**config.mk**
```make
export PLATFORM = sky130hd
export DESIGN_NAME = iq_serial_port
export DESIGN_NICKNAME = d
export VERILOG_FILES = /design/src/rtl/sps_pkg.sv /design/src/rtl/sps_clkgen.sv /design/src/rtl/sps_framer.sv /design/src/rtl/sps_shifter.sv /design/src/rtl/iq_serial_port.sv
export SDC_FILE = /design/constraint.sdc
export NUM_CORES = 1
export LEC_CHECK = 0
export BUFFER_PORTS_ARGS = -buffer_cell sky130_fd_sc_hd__buf_2
export CAP_MARGIN = 5
export CELL_PAD_IN_SITES_DETAIL_PLACEMENT = 1
export CELL_PAD_IN_SITES_GLOBAL_PLACEMENT = 2
export CORE_ASPECT_RATIO = 1.4
export CORE_UTILIZATION = 33
export CTS_BUF_LIST = sky130_fd_sc_hd__clkbuf_8 sky130_fd_sc_hd__clkbuf_16
export CTS_CLUSTER_DIAMETER = 40
export DETAILED_ROUTE_END_ITERATION = 8
export PLACE_DENSITY = 0.72
export SLEW_MARGIN = 30
export SYNTH_ARGS = -nofsm -noshare
export SYNTH_HDL_FRONTEND = slang
export SYNTH_SLANG_ARGS = --single-unit
```
**constraint.sdc**
```tcl
create_clock -name clk -period 5.1 [get_ports clk]
set_clock_uncertainty 0.2 [all_clocks]
set_input_delay 0.765 -clock clk [delete_from_list [all_inputs] [get_ports clk]]
set_output_delay 0.765 -clock clk [all_outputs]
set_load 0.1 [all_outputs]
```
**src/rtl/sps_pkg.sv**
```systemverilog
package sps_pkg;

    localparam int SAMPLE_W = 16;
    localparam int WORD_W   = 2 * SAMPLE_W;
    // the shifter position runs 0 (idle), 1 (skip edge), 2..WORD_W+1 (capture)
    localparam int LAST_POS = WORD_W + 1;
    localparam int POS_W    = $clog2(LAST_POS + 1);

    typedef struct packed {
        logic [SAMPLE_W-1:0] i;
        logic [SAMPLE_W-1:0] q;
    } iq_word_t;

    // master clocks per serial clock period
    function automatic int unsigned sclk_period(input int unsigned div_val);
        return 2 * (div_val + 1);
    endfunction

endpackage

```
**src/rtl/sps_clkgen.sv**
```systemverilog
module sps_clkgen #(
    parameter int DIV_W = 5
) (
    input  logic             clk,
    input  logic             rst,
    input  logic             chan_rst,
    input  logic [DIV_W-1:0] div,
    output logic             sclk,
    output logic             rise_evt
);
    logic [DIV_W-1:0] cnt;
    logic             stop;
    logic             tick;

    assign stop     = rst | chan_rst;
    assign tick     = (cnt >= div);
    assign rise_evt = ~stop & tick & ~sclk;

    always_ff @(posedge clk) begin
        if (stop) begin
            cnt  <= div;          // next edge after release toggles at once
            sclk <= 1'b0;
        end else if (tick) begin
            cnt  <= '0;
            sclk <= ~sclk;
        end else begin
            cnt  <= cnt + DIV_W'(1);
        end
    end

    p_sclk_low_r2: assert property (@(posedge clk) disable iff (rst)
        chan_rst |=> !sclk);

    p_sclk_start_r2: assert property (@(posedge clk) disable iff (rst)
        (!chan_rst && $past(chan_rst)) |=> sclk);

endmodule

```
**src/rtl/sps_framer.sv**
```systemverilog
module sps_framer
    import sps_pkg::*;
#(
    parameter int DIV_W = 5,
    parameter int L_W   = 16
) (
    input  logic             clk,
    input  logic             rst,
    input  logic             chan_rst,
    input  logic             sleep,
    input  logic [DIV_W-1:0] div,
    input  logic [L_W-1:0]   interp,
    input  logic             rise_evt,
    output logic             sfs,
    output logic             frame_evt
);
    localparam int ACC_W = L_W + 1;

    logic [ACC_W-1:0] acc;
    logic [ACC_W-1:0] step;
    logic [ACC_W-1:0] sum;
    logic [ACC_W-1:0] limit;
    logic             hit;

    assign step      = ACC_W'(sclk_period(int'(div)));
    assign limit     = {1'b0, interp};
    assign sum       = acc + step;
    assign hit       = (sum >= limit);
    assign frame_evt = rise_evt & hit & ~sleep;

    always_ff @(posedge clk) begin
        if (rst | chan_rst) begin
            acc <= limit - step;  // first serial edge issues a frame
            sfs <= 1'b0;
        end else if (rise_evt) begin
            acc <= hit ? (sum - limit) : sum;
            sfs <= hit & ~sleep;
        end
    end

    p_no_frame_in_sleep_r5: assert property (@(posedge clk) disable iff (rst | chan_rst)
        $rose(sfs) |-> !$past(sleep));

    p_frame_one_period_r3: assert property (@(posedge clk) disable iff (rst | chan_rst)
        $fell(sfs) |-> $past(rise_evt));

endmodule

```
**src/rtl/sps_shifter.sv**
```systemverilog
module sps_shifter
    import sps_pkg::*;
(
    input  logic     clk,
    input  logic     rst,
    input  logic     chan_rst,
    input  logic     rise_evt,
    input  logic     frame_evt,
    input  logic     sdin,
    output iq_word_t word,
    output logic     valid
);
    logic [POS_W-1:0]  pos;
    logic [WORD_W-2:0] shreg;

    always_ff @(posedge clk) begin
        if (rst) begin
            word <= '0;
        end
        if (rst | chan_rst) begin
            pos   <= '0;
            shreg <= '0;
            valid <= 1'b0;
        end else begin
            valid <= 1'b0;
            if (frame_evt) begin
                pos <= POS_W'(1);
            end else if (rise_evt && pos != '0) begin
                if (pos >= POS_W'(2)) begin
                    shreg <= {shreg[WORD_W-3:0], sdin};
                end
                if (pos == POS_W'(LAST_POS)) begin
                    word  <= {shreg, sdin};
                    valid <= 1'b1;
                    pos   <= '0;
                end else begin
                    pos <= pos + POS_W'(1);
                end
            end
        end
    end

    p_valid_single_r9: assert property (@(posedge clk) disable iff (rst | chan_rst)
        valid |=> !valid);

    p_valid_on_edge_r9: assert property (@(posedge clk) disable iff (rst | chan_rst)
        valid |-> $past(rise_evt));

    p_idle_after_word_r8: assert property (@(posedge clk) disable iff (rst | chan_rst)
        valid |-> (pos == '0));

endmodule

```
**src/rtl/iq_serial_port.sv**
```systemverilog
module iq_serial_port
    import sps_pkg::*;
#(
    parameter int DIV_W = 5,
    parameter int L_W   = 16
) (
    input  logic                clk,
    input  logic                rst,
    input  logic                chan_rst,
    input  logic                sleep,
    input  logic [DIV_W-1:0]    div,
    input  logic [L_W-1:0]      interp,
    input  logic                sdin,
    output logic                sclk,
    output logic                sfs,
    output logic [SAMPLE_W-1:0] i_out,
    output logic [SAMPLE_W-1:0] q_out,
    output logic                iq_valid
);
    logic     rise_evt;
    logic     frame_evt;
    iq_word_t word;

    sps_clkgen #(.DIV_W(DIV_W)) u_clkgen (
        .clk      (clk),
        .rst      (rst),
        .chan_rst (chan_rst),
        .div      (div),
        .sclk     (sclk),
        .rise_evt (rise_evt)
    );

    sps_framer #(.DIV_W(DIV_W), .L_W(L_W)) u_framer (
        .clk       (clk),
        .rst       (rst),
        .chan_rst  (chan_rst),
        .sleep     (sleep),
        .div       (div),
        .interp    (interp),
        .rise_evt  (rise_evt),
        .sfs       (sfs),
        .frame_evt (frame_evt)
    );

    sps_shifter u_shifter (
        .clk       (clk),
        .rst       (rst),
        .chan_rst  (chan_rst),
        .rise_evt  (rise_evt),
        .frame_evt (frame_evt),
        .sdin      (sdin),
        .word      (word),
        .valid     (iq_valid)
    );

    assign i_out = word.i;
    assign q_out = word.q;

    p_frame_on_sclk_rise_r3: assert property (@(posedge clk) disable iff (rst | chan_rst)
        $rose(sfs) |-> $rose(sclk));

endmodule

```
# Word-level counts from Yosys, hierarchy flattened
# Index checks and enable logic that the tools add are counted.
# classes
magnitude_cmp,3
eq_ne,1
n_reduce_logical,7
n_mux,14
n_div,0
shifts,0
n_bitwise,11
add_sub_neg,6
multipliers,0
# ops
operator,count
$mux W32,5
$mux W17,3
$add A17 B17 Y17,1
$ge A17 B16 Y1,1
$sub A16 B17 Y17,1
$sub A17 B16 Y17,1
$mux W5,2
$add A5 B1 Y6 const B,1
$add A6 B1 Y6 const B,1
$eq A6 B6 Y1 const B,1
$ge A6 B2 Y1 const B,1
$mux W6,1
$reduce_bool A6 Y1,1
$add A5 B1 Y5 const B,1
$and A1 B1 Y1,5
$ge A5 B5 Y1,1
$not A1 Y1,5
$reduce_bool A2 Y1,2
$mux W1,3
$reduce_and A3 Y1,1
$reduce_or A3 Y1,1
$reduce_or A2 Y1,1
$logic_and A1 B1 Y1,1
$or A1 B1 Y1,1
# totals
wordCells,52
ramBits,0
latchBits,0
out_inout_bits,35
romBits,0
ff_bits,94
n_memories,0
in_bits,26

# Depth between registers and ports, before layout
# depth
depth_word,8
depth_mapped,20
depth_no_buf,19

# By module
# From an unflattened synthesis, not the netlist that was laid out.
# unflattened
cells_unflattened,627
area_unflattened_um2,5993.2
# by_module_without_submodules
mod,seq_area_each_um2,cells_each,n_inst,area_each_um2
sps_shifter,1401.3,253,1,2910.3
sps_framer,530.5,330,1,2702.6
sps_clkgen,120.1,44,1,380.4

# Worst setup path before layout
# OpenSTA, ideal clock, no wires.
# synth_timing
path_kind,input to register
start,in div[1]
end,reg u_shifter.shreg[0]
path_stages,20
setup_time_ps,121
required_ps,4779
arrival_ps,4699
setup_slack_ps,79
path_buffers,2
path_cell_list,inv_1 > nor3_1 > xnor2_1 > ha_1 > o21a_1 > o31a_1 > or2_2 > o21a_1 > and3_1 > xor2_1 > ha_1 > nand3_1 > nor3_1 > a22oi_1 > a31o_2 > a21o_1 > buf_4 > nand3_4 > buf_6 > mux2_4
# synth_via
elab_chain_len,7
word_cells_on_any_way,11
classes_between,2 x add/sub; 2 x order compare; 5 x bitwise; 2 x reduce/logical
# synth_rtl
item,line_no,source
from (decl),iq_serial_port.sv:11,"input logic [DIV_W-1:0] div,"
$add A5 B1 Y6 or $ge A5 B5 Y1 (tied branches),"sps_pkg.sv:16, sps_clkgen.sv:16",
$add A17 B17 Y17 or $and A1 B1 Y1 (tied branches),"sps_framer.sv:27, sps_clkgen.sv:17",
$ge A17 B16 Y1 or $and A1 B1 Y1 (tied branches),"sps_framer.sv:28, sps_clkgen.sv:17",
$and A1 B1 Y1 (2 in a row),sps_framer.sv:29,assign frame_evt = rise_evt & hit & ~sleep;
$not A1 Y1 (no source line),-,
$reduce_and A3 Y1 (no source line) *,-,
to (signal assigned),sps_shifter.sv:30,"shreg <= {shreg[WORD_W-3:0], sdin};"
to (decl),sps_shifter.sv:14,logic [WORD_W-2:0] shreg;
# Mark *: on every way between the ends. The rest lies on a longest branch, timed or not.
# A chain may end at the register's enable or synchronous reset.

# Worst setup path after layout
# layout_timing
start,in div[0]
end,"reg u_framer.acc[5], data pin"
# layout_via
elab_chain_len,6
word_cells_on_any_way,8
classes_between,4 x add/sub; 1 x order compare; 3 x mux
# layout_rtl
item,line_no,source
$add A5 B1 Y6 *,sps_pkg.sv:16,return 2 * (div_val + 1);
$add A17 B17 Y17,sps_framer.sv:27,assign sum = acc + step;
$sub A17 B16 Y17 or $ge A17 B16 Y1 (tied branches),"sps_framer.sv:36, sps_framer.sv:28",
$mux W17,sps_framer.sv:36,acc <= hit ? (sum - limit) : sum;
$mux W17,sps_framer.sv:35,end else if (rise_evt) begin
$mux W17 *,sps_framer.sv:32,if (rst | chan_rst) begin
to (signal assigned),sps_framer.sv:33,acc <= limit - step;
to (signal assigned),sps_framer.sv:36,
to (decl),sps_framer.sv:19,logic [ACC_W-1:0] acc;
# Mark *: on every way between the ends. The rest lies on a longest branch, timed or not. The select of a mux whose other input is x is not followed.

==> impl_metrics.csv <==
group,metric,value,unit
routing,viasPerCell,5.21,
sta,finalHoldViolCount,0,
routing,vias,4833,
synthesis,synth_area_leaders,"dfxtp_1 (27%), edfxtp_1 (9.0%), ha_1 (8.8%)",
synthesis,yosys-top-cells-count,"dfxtp_1 (77), nand2_1 (58), mux2i_1 (43), nand3_1 (43), inv_1 (42)",
place,placed_area,6420,um^2
setup_path,timing.critical_path.mode_cell,"ha_1",
synthesis,syn_area,5680,um^2
global_route,grt_max_degree,51,
routing,avgRoutedWirePerCell,16.6,um
synthesis,postSynthCellCount,639,
layout,drive_above_1_share,19.3,%
layout,areaGrowthSynthToFinish,19.0,%
min_path,hp-class,"reg -> reg",
setup_path,r2r_cells,18,
synthesis,synth_ff_type,"dfxtp_1",
setup_path,critPathArrivalTime,4.70,ns
floorplan,coreArea,16800,um^2
cts,cts_tree,"done",
power,comb_power_share,42.5,%
cts,ctsLongestPathBuffers,2,
synthesis,synth_edf_count,17,
global_route,grt_pass1_wl,26.1,mm
sta,hold_slack,0.252,ns
sta,tightest_slew,0.844,ns
synthesis,syn_avg_cell_area,8.89,um^2
synthesis,synth.most_common_cell,"dfxtp_1",
floorplan,fp-row-count,56,
status,status,"complete, no violations",
synthesis,yosysTopAreaCell,"dfxtp_1",
cts,numCtsBuffers,9,
setup_path,path_cells,"buf_2, ha_1, xor2_2, ha_1, nor2b_1, o31a_1, or2_2, o21a_1, and3_1, xor2_1, ha_1, nand3_1, nor3_2, a22oi_1, a31o_2, and2_1, buf_6, mux2i_1, a21oi_1",
job,drv_cap,0,
synthesis,synth.distinct_cells,54,
synthesis,async_flop_share,0,%
min_path,hold_path_depth,2,
sta,finalCriticalPeriod,4.82,ns
layout,stdcell_area,6760,um^2
power,p_int,1.67,mW
sta,fin_crit_sh,94.6,%
layout,fillers,2016,
power,power_frac_seq,31.6,%
power,powerDensity,395,nW/um^2
routing,ant_nets,0,
setup_path,crit_fanout,10,
cts,cts_sinks,94,
cts,h-tree-depth,3,
place,io_buffers,60,
synthesis,synth_nets,708,
setup_path,crit_type,"in -> reg",
setup_path,required,4.97,ns
power,p_switching,0.994,mW
global_route,grt_pass1_vias,5250,
power,irDropWorstVdd,0.000145,V
cts,post_cts_buffers,0,
setup_path,cp_slowest_cell,"or2_2",
cts,ctsResizeCount,0,
cts,clkSlewWorstSetupHoldPaths,0.07,ns
synthesis,synth_top_area_share,27.1,%
layout,finalCoreUtilization,40.2,%
synthesis,yosysWarnings,0,
place,hpwl,11.5,mm
floorplan,die_w,113,um
setup_path,startpoint_type,"primary input",
layout,nets,788,
sta,slew_headroom,43.6,%
global_route,grt-ovfl-total,0,
global_route,antenna_found_initial,1,
setup_path,end_kind,"flop",
power,leakagePower,3.10,nW
floorplan,initial_core_util,33.8,%
cts,worstSkewPairLatency,0.34,ns
routing,drc,0,
power,p_clk_share,26.0,%
cts,cts_root_buffer,"clkbuf_16",
routing,routed_wl,15.4,mm
synthesis,synth_seq_area_share,36.1,%
place,dp_slack,-0.178,ns
routing,first_pass_iters,4,
setup_path,cp_slowest_stage_delay,0.31,ns
cts,hold_buffers,0,
sta,setup_viol,0,
synthesis,synth-seq-cells,94,
global_route,gr-usage-all-layers,18.5,%
sta,setup_slack,0.277,ns
sta,clock.fmax,207,MHz
floorplan,fp.dieH,157,um
floorplan,dieArea,17800,um^2
routing,drtIter0Drc,121,
sta,maxSlewViolCount,0,
place,gp_congestion,0.803,
floorplan,io_pins,61,
power,swShare,37.3,%
[worst paths after layout]
check	startpoint	endpoint	slack (ns)
setup / recovery	div[0]	u_framer.acc[5]	0.28
hold reg to reg	u_framer.sfs	u_framer.sfs	0.25
hold / removal	u_framer.sfs	u_framer.sfs	0.25
setup reg to reg	u_framer.acc[1]	u_framer.acc[5]	0.72
[cell families (layout without fill, tap and decap cells)]
| group | count (synthesis) | count (layout) | synth area share (%) |
|---|---|---|---|
| compound gates | 138 | 138 | 15.6 |
| xor+xnor | 48 | 48 | 7.53 |
| fa+ha+maj | 43 | 43 | 9.87 |
| buf+inv | 69 | 154 | 5.11 |
| flops | 94 | 94 | 36.1 |
| mux | 45 | 45 | 8.04 |
| other cells | 0 | 1 | 0 |
| simple gates | 202 | 202 | 17.7 |
[placed cells by master (no fill, tap or decap), types with 3 or more instances in the layout]
| cell type | instances |
|---|---|
| dfxtp_1 | 77 |
| buf_2 | 60 |
| nand2_1 | 58 |
| nand3_1 | 43 |
| mux2i_1 | 43 |
| inv_1 | 42 |
| ha_1 | 40 |
| o21ai_0 | 37 |
| a21oi_1 | 33 |
| nand2b_1 | 32 |
| buf_4 | 32 |
| xnor2_1 | 28 |
| nor2_1 | 24 |
| xor2_1 | 17 |
| a21o_1 | 17 |
| edfxtp_1 | 17 |
| o21ai_2 | 10 |
| nor3_1 | 10 |
| clkbuf_16 | 9 |
| and3_1 | 7 |
| o22ai_1 | 6 |
| nand4_1 | 5 |
| a31oi_1 | 5 |
| o21a_1 | 4 |
| nor2b_1 | 3 |
| o211ai_1 | 3 |
| nor3_2 | 3 |
| or3_1 | 3 |
| o21bai_1 | 3 |
| nor4_1 | 3 |
| a211oi_1 | 3 |
| fa_1 | 3 |
| inv_8 | 3 |
| buf_12 | 3 |
[power by group through the flow]
stage | sequential [mW] | combinational, mW | clock, mW
2_1_floorplan | 0.856 | 0.798 | 0
3_3_place_gp | 0.858 | 1.10 | 0
3_5_place_dp | 0.861 | 1.14 | 0
4_1_cts | 0.843 | 1.14 | 0.709
5_1_grt | 0.848 | 1.28 | 0.736
6_report | 0.843 | 1.13 | 0.693
[worst max-delay path: cells and delay by family]
family          cells  cell delay, ns
mux                 1            0.24
simple gates        6            1.11
compound gates      5            1.06
xor+xnor            2            0.38
fa+ha+maj           3            0.83
buf+inv             2            0.32
[routing by layer]
| layer | vias to the layer above | GRT usage [%] | wire (um) |
|---|---|---|---|
| met5 | - | 0 | 0 |
| met4 | 0 | 5.14 | 206 |
| met3 | 16 | 2.31 | 327 |
| met2 | 64 | 35.9 | 8210 |
| met1 | 2352 | 21.0 | 6680 |
| li1 | 2401 | - | - |
[per-stage QoR]
stage | std cells | power (mW) | setup TNS, ns
finish | 928 | 2.67 | 0
global route | 927 | 2.86 | -0.0000209
CTS | 927 | 2.70 | 0
floorplan | 639 | 1.65 | 0
global placement | 911 | 1.96 | -0.0217
detailed placement | 911 | 2.00 | -3.74
[area by class of cell]
class | count | area (um^2) | share of cell area (%)
Sequential cell | 94 | 2050 | 30.4
Tap cell | 203 | 254 | 3.76
Inverter | 42 | 158 | 2.33
Clock buffer | 10 | 239 | 3.54
Timing Repair Buffer | 96 | 612 | 9.05
Multi-Input combinational cell | 476 | 3380 | 50.0
Clock inverter | 6 | 60.1 | 0.889
Antenna cell | 1 | 2.50 | 0.0370
[sequential cells by signal, indices dropped and copies added, names as in the netlist]
name and flops:
u_clkgen.cnt 5, u_clkgen.sclk 1, u_framer.acc 17, u_framer.sfs 1
u_shifter.pos 6, u_shifter.shreg 31, u_shifter.valid 1, u_shifter.word 32
Power figures use the tool's default switching activity.
